## config.mk

```make
export PLATFORM = sky130hd
export DESIGN_NAME = csk_adder
export DESIGN_NICKNAME = d
export VERILOG_FILES = /design/src/rtl/csk_pkg.sv /design/src/rtl/csk_fa.sv /design/src/rtl/csk_group.sv /design/src/rtl/csk_adder.sv
export SDC_FILE = /design/constraint.sdc
export NUM_CORES = 1
export LEC_CHECK = 0
export BUFFER_PORTS_ARGS = -buffer_cell sky130_fd_sc_hd__buf_2
export CORE_ASPECT_RATIO = 0.75
export CORE_MARGIN = 5
export CORE_UTILIZATION = 43
export CTS_CLUSTER_DIAMETER = 40
export DETAILED_ROUTE_END_ITERATION = 8
export PLACE_DENSITY_LB_ADDON = 0.3
export SYNTH_ARGS = -nofsm -noshare
export SYNTH_HDL_FRONTEND = slang
export SYNTH_SLANG_ARGS = --single-unit
export TNS_END_PERCENT = 50
```

## constraint.sdc

```tcl
create_clock -name clk -period 12.38 [get_ports clk]
set_input_delay 0.619 -clock clk [delete_from_list [all_inputs] [get_ports clk]]
set_output_delay 0.619 -clock clk [all_outputs]
set_load 0.005 [all_outputs]
```

## src/rtl/csk_pkg.sv

```systemverilog
package csk_pkg;

  // Integer square root of w/2, rounded down, never below 1.
  function automatic int unsigned half_root(input int unsigned w);
    int unsigned k;
    k = 1;
    while (((k + 1) * (k + 1)) <= (w / 2)) k = k + 1;
    return k;
  endfunction

  // Largest divisor of w that does not exceed the square root of w/2.
  function automatic int unsigned pick_group(input int unsigned w);
    int unsigned k;
    k = half_root(w);
    while (k > 1 && (w % k) != 0) k = k - 1;
    return k;
  endfunction

endpackage

```

## src/rtl/csk_fa.sv

```systemverilog
module csk_fa (
  input  logic x,
  input  logic y,
  input  logic ci,
  output logic s,
  output logic co,
  output logic p
);
  logic g;

  always_comb begin
    p  = x ^ y;
    g  = x & y;
    co = g | (p & ci);
    s  = p ^ ci;
  end
endmodule

```

## src/rtl/csk_group.sv

```systemverilog
module csk_group #(
  parameter int unsigned BLK = 4
) (
  input  logic [BLK-1:0] x,
  input  logic [BLK-1:0] y,
  input  logic           ci,
  output logic [BLK-1:0] s,
  output logic           co,
  output logic           all_p
);
  logic [BLK:0]   chain;
  logic [BLK-1:0] pv;

  assign chain[0] = ci;

  for (genvar j = 0; j < BLK; j++) begin : g_bit
    csk_fa u_fa (
      .x  (x[j]),
      .y  (y[j]),
      .ci (chain[j]),
      .s  (s[j]),
      .co (chain[j+1]),
      .p  (pv[j])
    );
  end

  // Bypass: with every bit propagating, the incoming carry is forwarded.
  always_comb begin
    all_p = &pv;
    co    = (all_p & ci) | chain[BLK];
  end
endmodule

```

## src/rtl/csk_adder.sv

```systemverilog
module csk_adder #(
  parameter int unsigned WIDTH = 32,
  parameter int unsigned BLK   = csk_pkg::pick_group(WIDTH)
) (
  input  logic             clk,
  input  logic             rst,
  input  logic [WIDTH-1:0] a,
  input  logic [WIDTH-1:0] b,
  input  logic             cin,
  output logic [WIDTH-1:0] sum,
  output logic             cout
);
  localparam int unsigned NGRP = WIDTH / BLK;

  if ((WIDTH % BLK) != 0) begin : g_bad_split
    $error("csk_adder: WIDTH %0d is not a multiple of BLK %0d", WIDTH, BLK);
  end

  logic [NGRP:0]    gcarry;
  logic [NGRP-1:0]  blk_cin;
  logic [NGRP-1:0]  blk_cout;
  logic [NGRP-1:0]  blk_allp;
  logic [WIDTH-1:0] sum_c;

  assign gcarry[0] = cin;

  for (genvar i = 0; i < NGRP; i++) begin : g_grp
    assign blk_cin[i]  = gcarry[i];
    assign gcarry[i+1] = blk_cout[i];
    csk_group #(.BLK(BLK)) u_grp (
      .x     (a[i*BLK +: BLK]),
      .y     (b[i*BLK +: BLK]),
      .ci    (blk_cin[i]),
      .s     (sum_c[i*BLK +: BLK]),
      .co    (blk_cout[i]),
      .all_p (blk_allp[i])
    );
  end

  always_ff @(posedge clk) begin
    if (rst) begin
      sum  <= '0;
      cout <= 1'b0;
    end else begin
      sum  <= sum_c;
      cout <= gcarry[NGRP];
    end
  end
endmodule

```

# Yosys cells after proc, flatten, opt, wreduce, memory -nomap -nowiden
# Index checks and enable logic that the tools add are counted.
[word_totals]
register_bits = 33
output_inout_bits = 33
elab_cells = 186
[classes]
bitwise = 176
reduce_logical = 8
[op_table]
columns = ["op", "n"]
rows = [
  ["$and 1x1->1", 72],
  ["$xor 1x1->1", 64],
  ["$or 1x1->1", 40],
  ["$reduce_and 4->1", 8],
]

# Longest topological paths before layout
[logic_depth]
ltp_word = 73
depth_mapped = 57
ltp_nobuf = 57

# By module
# A second synthesis with hierarchy kept.
[unflattened]
cells_unflattened = 149
area_unflattened_um2 = 2080.7
[modules_own_cells]
columns = ["mod", "area_per_inst_um2", "instances", "seq_area_each_um2", "cells_per_inst"]
rows = [
  ["csk_fa", 32.5, 32, 0.0, 2],
  ["csk_adder", 889.6, 1, 660.6, 69],
  ["csk_group", 18.8, 8, 0.0, 2],
]

# Worst setup path before layout
# No wires, ideal clock.
[synth_timing]
path_kind = "input to register"
startpoint = "in a[0]"
endpoint = "reg sum[31]"
t_required_ns = 12.314
arrival_ns = 12.903
n_path_buf = 0
setup_slack_ns = -0.589
setup_time_ns = 0.066
cell_stages = 55
cell_sequence = "inv_1 > fa_1 > inv_1 > fa_1 > fa_1 > inv_1 > fa_1 > o21ai_0 > fa_1 > fa_1 > fa_1 > inv_1 > fa_1 > nand2_1 > fa_1 > fa_1 > fa_1 > inv_1 > [... 19 more ...] > fa_1 > inv_1 > fa_1 > o21ai_0 > nor2_1 > o31ai_2 > fa_1 > fa_1 > fa_1 > inv_1 > fa_1 > o221ai_1 > fa_1 > fa_1 > fa_1 > inv_1 > fa_1 > nor2_1"
[synth_between]
elab_chain_len = 71
word_cells_on_any_way = 80
cone_classes = "bitwise (79); reduce/logical (1)"
[synth_rtl]
columns = ["item", "line_no", "rtl"]
rows = [
  ["start: declaration", "csk_adder.sv:7", "input logic [WIDTH-1:0] a,"],
  ["$xor 1x1->1", "csk_fa.sv:12", "p = x ^ y;"],
  ["$and 1x1->1", "csk_fa.sv:14", "co = g | (p & ci);"],
  ["$or 1x1->1", "csk_fa.sv:14", ""],
  ["$and 1x1->1", "csk_fa.sv:14", ""],
  ["$or 1x1->1", "csk_fa.sv:14", ""],
  ["$and 1x1->1", "csk_fa.sv:14", ""],
  ["$or 1x1->1", "csk_fa.sv:14", ""],
  ["$and 1x1->1", "csk_fa.sv:14", ""],
  ["[... 55 more ...]", "-", ""],
  ["$or 1x1->1 *", "csk_group.sv:30", "co = (all_p & ci) | chain[BLK];"],
  ["$and 1x1->1 *", "csk_fa.sv:14", ""],
  ["$or 1x1->1 *", "csk_fa.sv:14", ""],
  ["$and 1x1->1 *", "csk_fa.sv:14", ""],
  ["$or 1x1->1 *", "csk_fa.sv:14", ""],
  ["$and 1x1->1 *", "csk_fa.sv:14", ""],
  ["$or 1x1->1 *", "csk_fa.sv:14", ""],
  ["$xor 1x1->1 *", "csk_fa.sv:15", "s = p ^ ci;"],
  ["end signal: assignment", "csk_adder.sv:45", "sum <= sum_c;"],
  ["end: declaration", "csk_adder.sv:10", "output logic [WIDTH-1:0] sum,"],
]
# Every way passes the cells marked *; elsewhere a longest branch is shown, timed or not.
# A chain may end at the register's enable or synchronous reset.

# Final worst setup path
[layout_timing]
startpoint = "in b[0]"
endpoint = "reg sum[31]"
[layout_between]
elab_chain_len = 71
word_cells_on_any_way = 80
cone_classes = "bitwise (79); reduce/logical (1)"
[layout_rtl]
columns = ["item", "line_no", "rtl"]
rows = [
  ["start: declaration", "csk_adder.sv:8", "input logic [WIDTH-1:0] b,"],
  ["$xor 1x1->1", "csk_fa.sv:12", ""],
  ["$and 1x1->1", "csk_fa.sv:14", ""],
  ["$or 1x1->1", "csk_fa.sv:14", ""],
  ["$and 1x1->1", "csk_fa.sv:14", ""],
  ["$or 1x1->1", "csk_fa.sv:14", ""],
  ["$and 1x1->1", "csk_fa.sv:14", ""],
  ["$or 1x1->1", "csk_fa.sv:14", ""],
  ["$and 1x1->1", "csk_fa.sv:14", ""],
  ["[... 55 more ...]", "-", ""],
  ["$or 1x1->1 *", "csk_group.sv:30", ""],
  ["$and 1x1->1 *", "csk_fa.sv:14", ""],
  ["$or 1x1->1 *", "csk_fa.sv:14", ""],
  ["$and 1x1->1 *", "csk_fa.sv:14", ""],
  ["$or 1x1->1 *", "csk_fa.sv:14", ""],
  ["$and 1x1->1 *", "csk_fa.sv:14", ""],
  ["$or 1x1->1 *", "csk_fa.sv:14", ""],
  ["$xor 1x1->1 *", "csk_fa.sv:15", ""],
]
# Marked as above.

==> results.json <==
{
  "cpPeakStageDelay_ns": 0.43,
  "setup_tns_ns": -0.134,
  "cp-end-kind": "register",
  "leakagePower_nw": 1.62,
  "drv_slew": 0,
  "drt_iter0_markers": 39,
  "synth.top_cell.area_share": 0.297,
  "grt_overflow": 0,
  "dr.pass1.iters": 4,
  "run_status": "finished, violations left",
  "slowest_stage": "fa_2",
  "layout.nets": 460,
  "hp-class": "input port to register",
  "synthToLayoutAreaGrowth_pct": 45.6,
  "avgSynthCellArea_um2": 11.4,
  "cts_made_buffers": 5,
  "hold_buffers": 0,
  "core_area_mm2": 0.00495,
  "synth.area.top_cells": "dfxtp_1, fa_1, ha_1",
  "cts_root_buffer": "clkbuf_8",
  "grt_use_total": 0.160,
  "drc": 0,
  "cts.sink_count": 33,
  "num_vias": 1730,
  "place_ws_ns": -0.724,
  "grt_max_degree": 36,
  "antenna_found_initial": 0,
  "grt_pass1_vias": 1833,
  "die_w_um": 93.1,
  "start_util": 0.449,
  "worst_pin_slew_ns": 0.647,
  "final_cells": 390,
  "fmax_mhz": 79.9,
  "synth_warnings": 0,
  "finalHoldViolations": 0,
  "setup_viol": 1,
  "cts_tree": "built",
  "routed_via_density": 4.44,
  "clk_pin_slew_ns": 0.06,
  "finalCritPeriodShare": 1.01,
  "finalWirelength_um": 5240,
  "synth.distinct_cells": 23,
  "clk_path_buf_depth": 2,
  "critPathLaunchType": "input port",
  "synth_area_mm2": 0.00223,
  "cp.arrival_ns": 12.72,
  "wire_per_inst_um": 13.4,
  "syn-num-nets": 327,
  "pin_count": 100,
  "htree_levels": 2,
  "violations": "negative setup slack",
  "grt_pass1_wl_um": 8290,
  "power_uw": 312,
  "diodes": 0,
  "n_fill_cell": 402,
  "fin_ws_ns": -0.134,
  "slew_headroom": 0.569,
  "powerDensity_mw_per_mm2": 96.3,
  "dp_cells": 366,
  "hpwl_um": 4180,
  "seq_area_frac_synth": 0.297,
  "critPathKind": "input port to register",
  "period_minus_slack_ns": 12.51,
  "place_congestion": 0.738,
  "rsz0062_at_grt": "yes",
  "drive_above_1_share": 0.591,
  "fp-row-count": 22,
  "path_common_cell": "fa_2",
  "die-area_mm2": 0.00673,
  "final_antenna_net_count": 0,
  "max_cap_violations": 0,
  "critPathMaxFanout": 3,
  "portBuffers": 99,
  "peakVddDrop_v": 0.0000431,
  "worstPathRequired_ns": 12.59,
  "synth_area_leader_cell": "dfxtp_1",
  "synth_cells": 196,
  "synth_seq_cells": 33,
  "die_h_um": 72.3
}
flip-flops by register name, indices dropped and copies added (netlist names):
signal	count
sum	32
cout	1
worst max-delay path, delay by kind of cell:
kind,cells,cell delay [ns]
compound gates,6,0.52
fa+ha+maj,32,10.12
buf+inv,11,0.71
simple gates,7,0.74
power breakdown:
group	total [mW]	internal, mW	leakage [nW]	switching [mW]
Sequential	0.124	0.121	0.275	0.00314
Clock	0.0783	0.0390	0.0450	0.0393
Combinational	0.110	0.0596	1.30	0.0505
metal layers:
layer  global-route usage  routed length, um  up-vias
li1                     -                  -      869
met4               0.0537                 19        0
met3               0.0425                300        2
met1                0.206               2370      802
met5                    0                  0        -
met2                0.265               2560       57
per-stage QoR:
stage | hold WS [ns] | utilization | cell area (um2)
2_1_floorplan | 0.885 | - | 2280
6_report | 0.759 | 0.654 | 3240
3_3_place_gp | 0.996 | 0.596 | 2950
3_5_place_dp | 0.995 | 0.596 | 2950
5_1_grt | 0.742 | 0.654 | 3240
4_1_cts | 0.719 | 0.639 | 3170
area by class of cell:
cell class / count / area [um2] / share of cell area
Clock buffer: 6 / 72.6 / 0.0224
Clock inverter: 2 / 10.0 / 0.00309
Inverter: 29 / 109 / 0.0336
Multi-Input combinational cell: 130 / 1580 / 0.487
Sequential cell: 33 / 661 / 0.204
Tap cell: 60 / 75.1 / 0.0232
Timing Repair Buffer: 130 / 734 / 0.227
path summary, 6_finish.rpt:
kind	cells past startpoint	from	to	slack, ns
max	56	b[0]	sum[31]	-0.13
min	4	a[0]	sum[0]	0.76
synthesized netlist by cell type:
cell type / n
o21ai_0: 4
o2111ai_2: 1
nand3_2: 1
inv_1: 29
a2bb2oi_2: 1
fa_1: 32
nor4_1: 1
and4_1: 2
nor3_1: 2
or3_1: 1
nor2_1: 11
nand4_1: 8
o31ai_2: 1
o221ai_1: 1
dfxtp_1: 33
and2_1: 2
nor2b_1: 23
nand2_1: 4
clkbuf_1: 4
ha_1: 32
nand3_1: 1
nand2b_1: 1
a31oi_1: 1
cells by family (layout without fill, tap and decap cells):
kind of cell / after synthesis / in the layout / share of synthesized area
AO/OA/AOI/OAI: 9 / 9 / 0.0348
adder cells (fa/ha/maj): 64 / 64 / 0.467
AND/OR/NAND/NOR: 57 / 57 / 0.146
buffers and inverters: 33 / 167 / 0.0556
flip-flops: 33 / 33 / 0.297
layout by cell type (no fill, tap or decap), types with 2 or more instances in the layout:
master    Yosys  final
buf_2         0     98
nor2b_1      23     23
dfxtp_1      33     33
nor2_1       11     10
inv_1        29     17
ha_1         32     32
clkbuf_8      0      5
nor3_1        2      2
buf_4         0     31
fa_2          0     32
nand2_2       0      3
inv_2         0     12
and4_1        2      2
o21ai_2       0      2
clkinv_2      0      2
and2_4        0      2
nand4_1       8      8
timing repair:
action | CTS | global route
endpoints found under the hold margin | 0 | 0
pin swaps | 13 | 12
buffers inserted | 15 | 2
gates resized for setup | 12 | 26
endpoints found under the setup margin | 3 | 4
(Power assumes the default switching activity.)
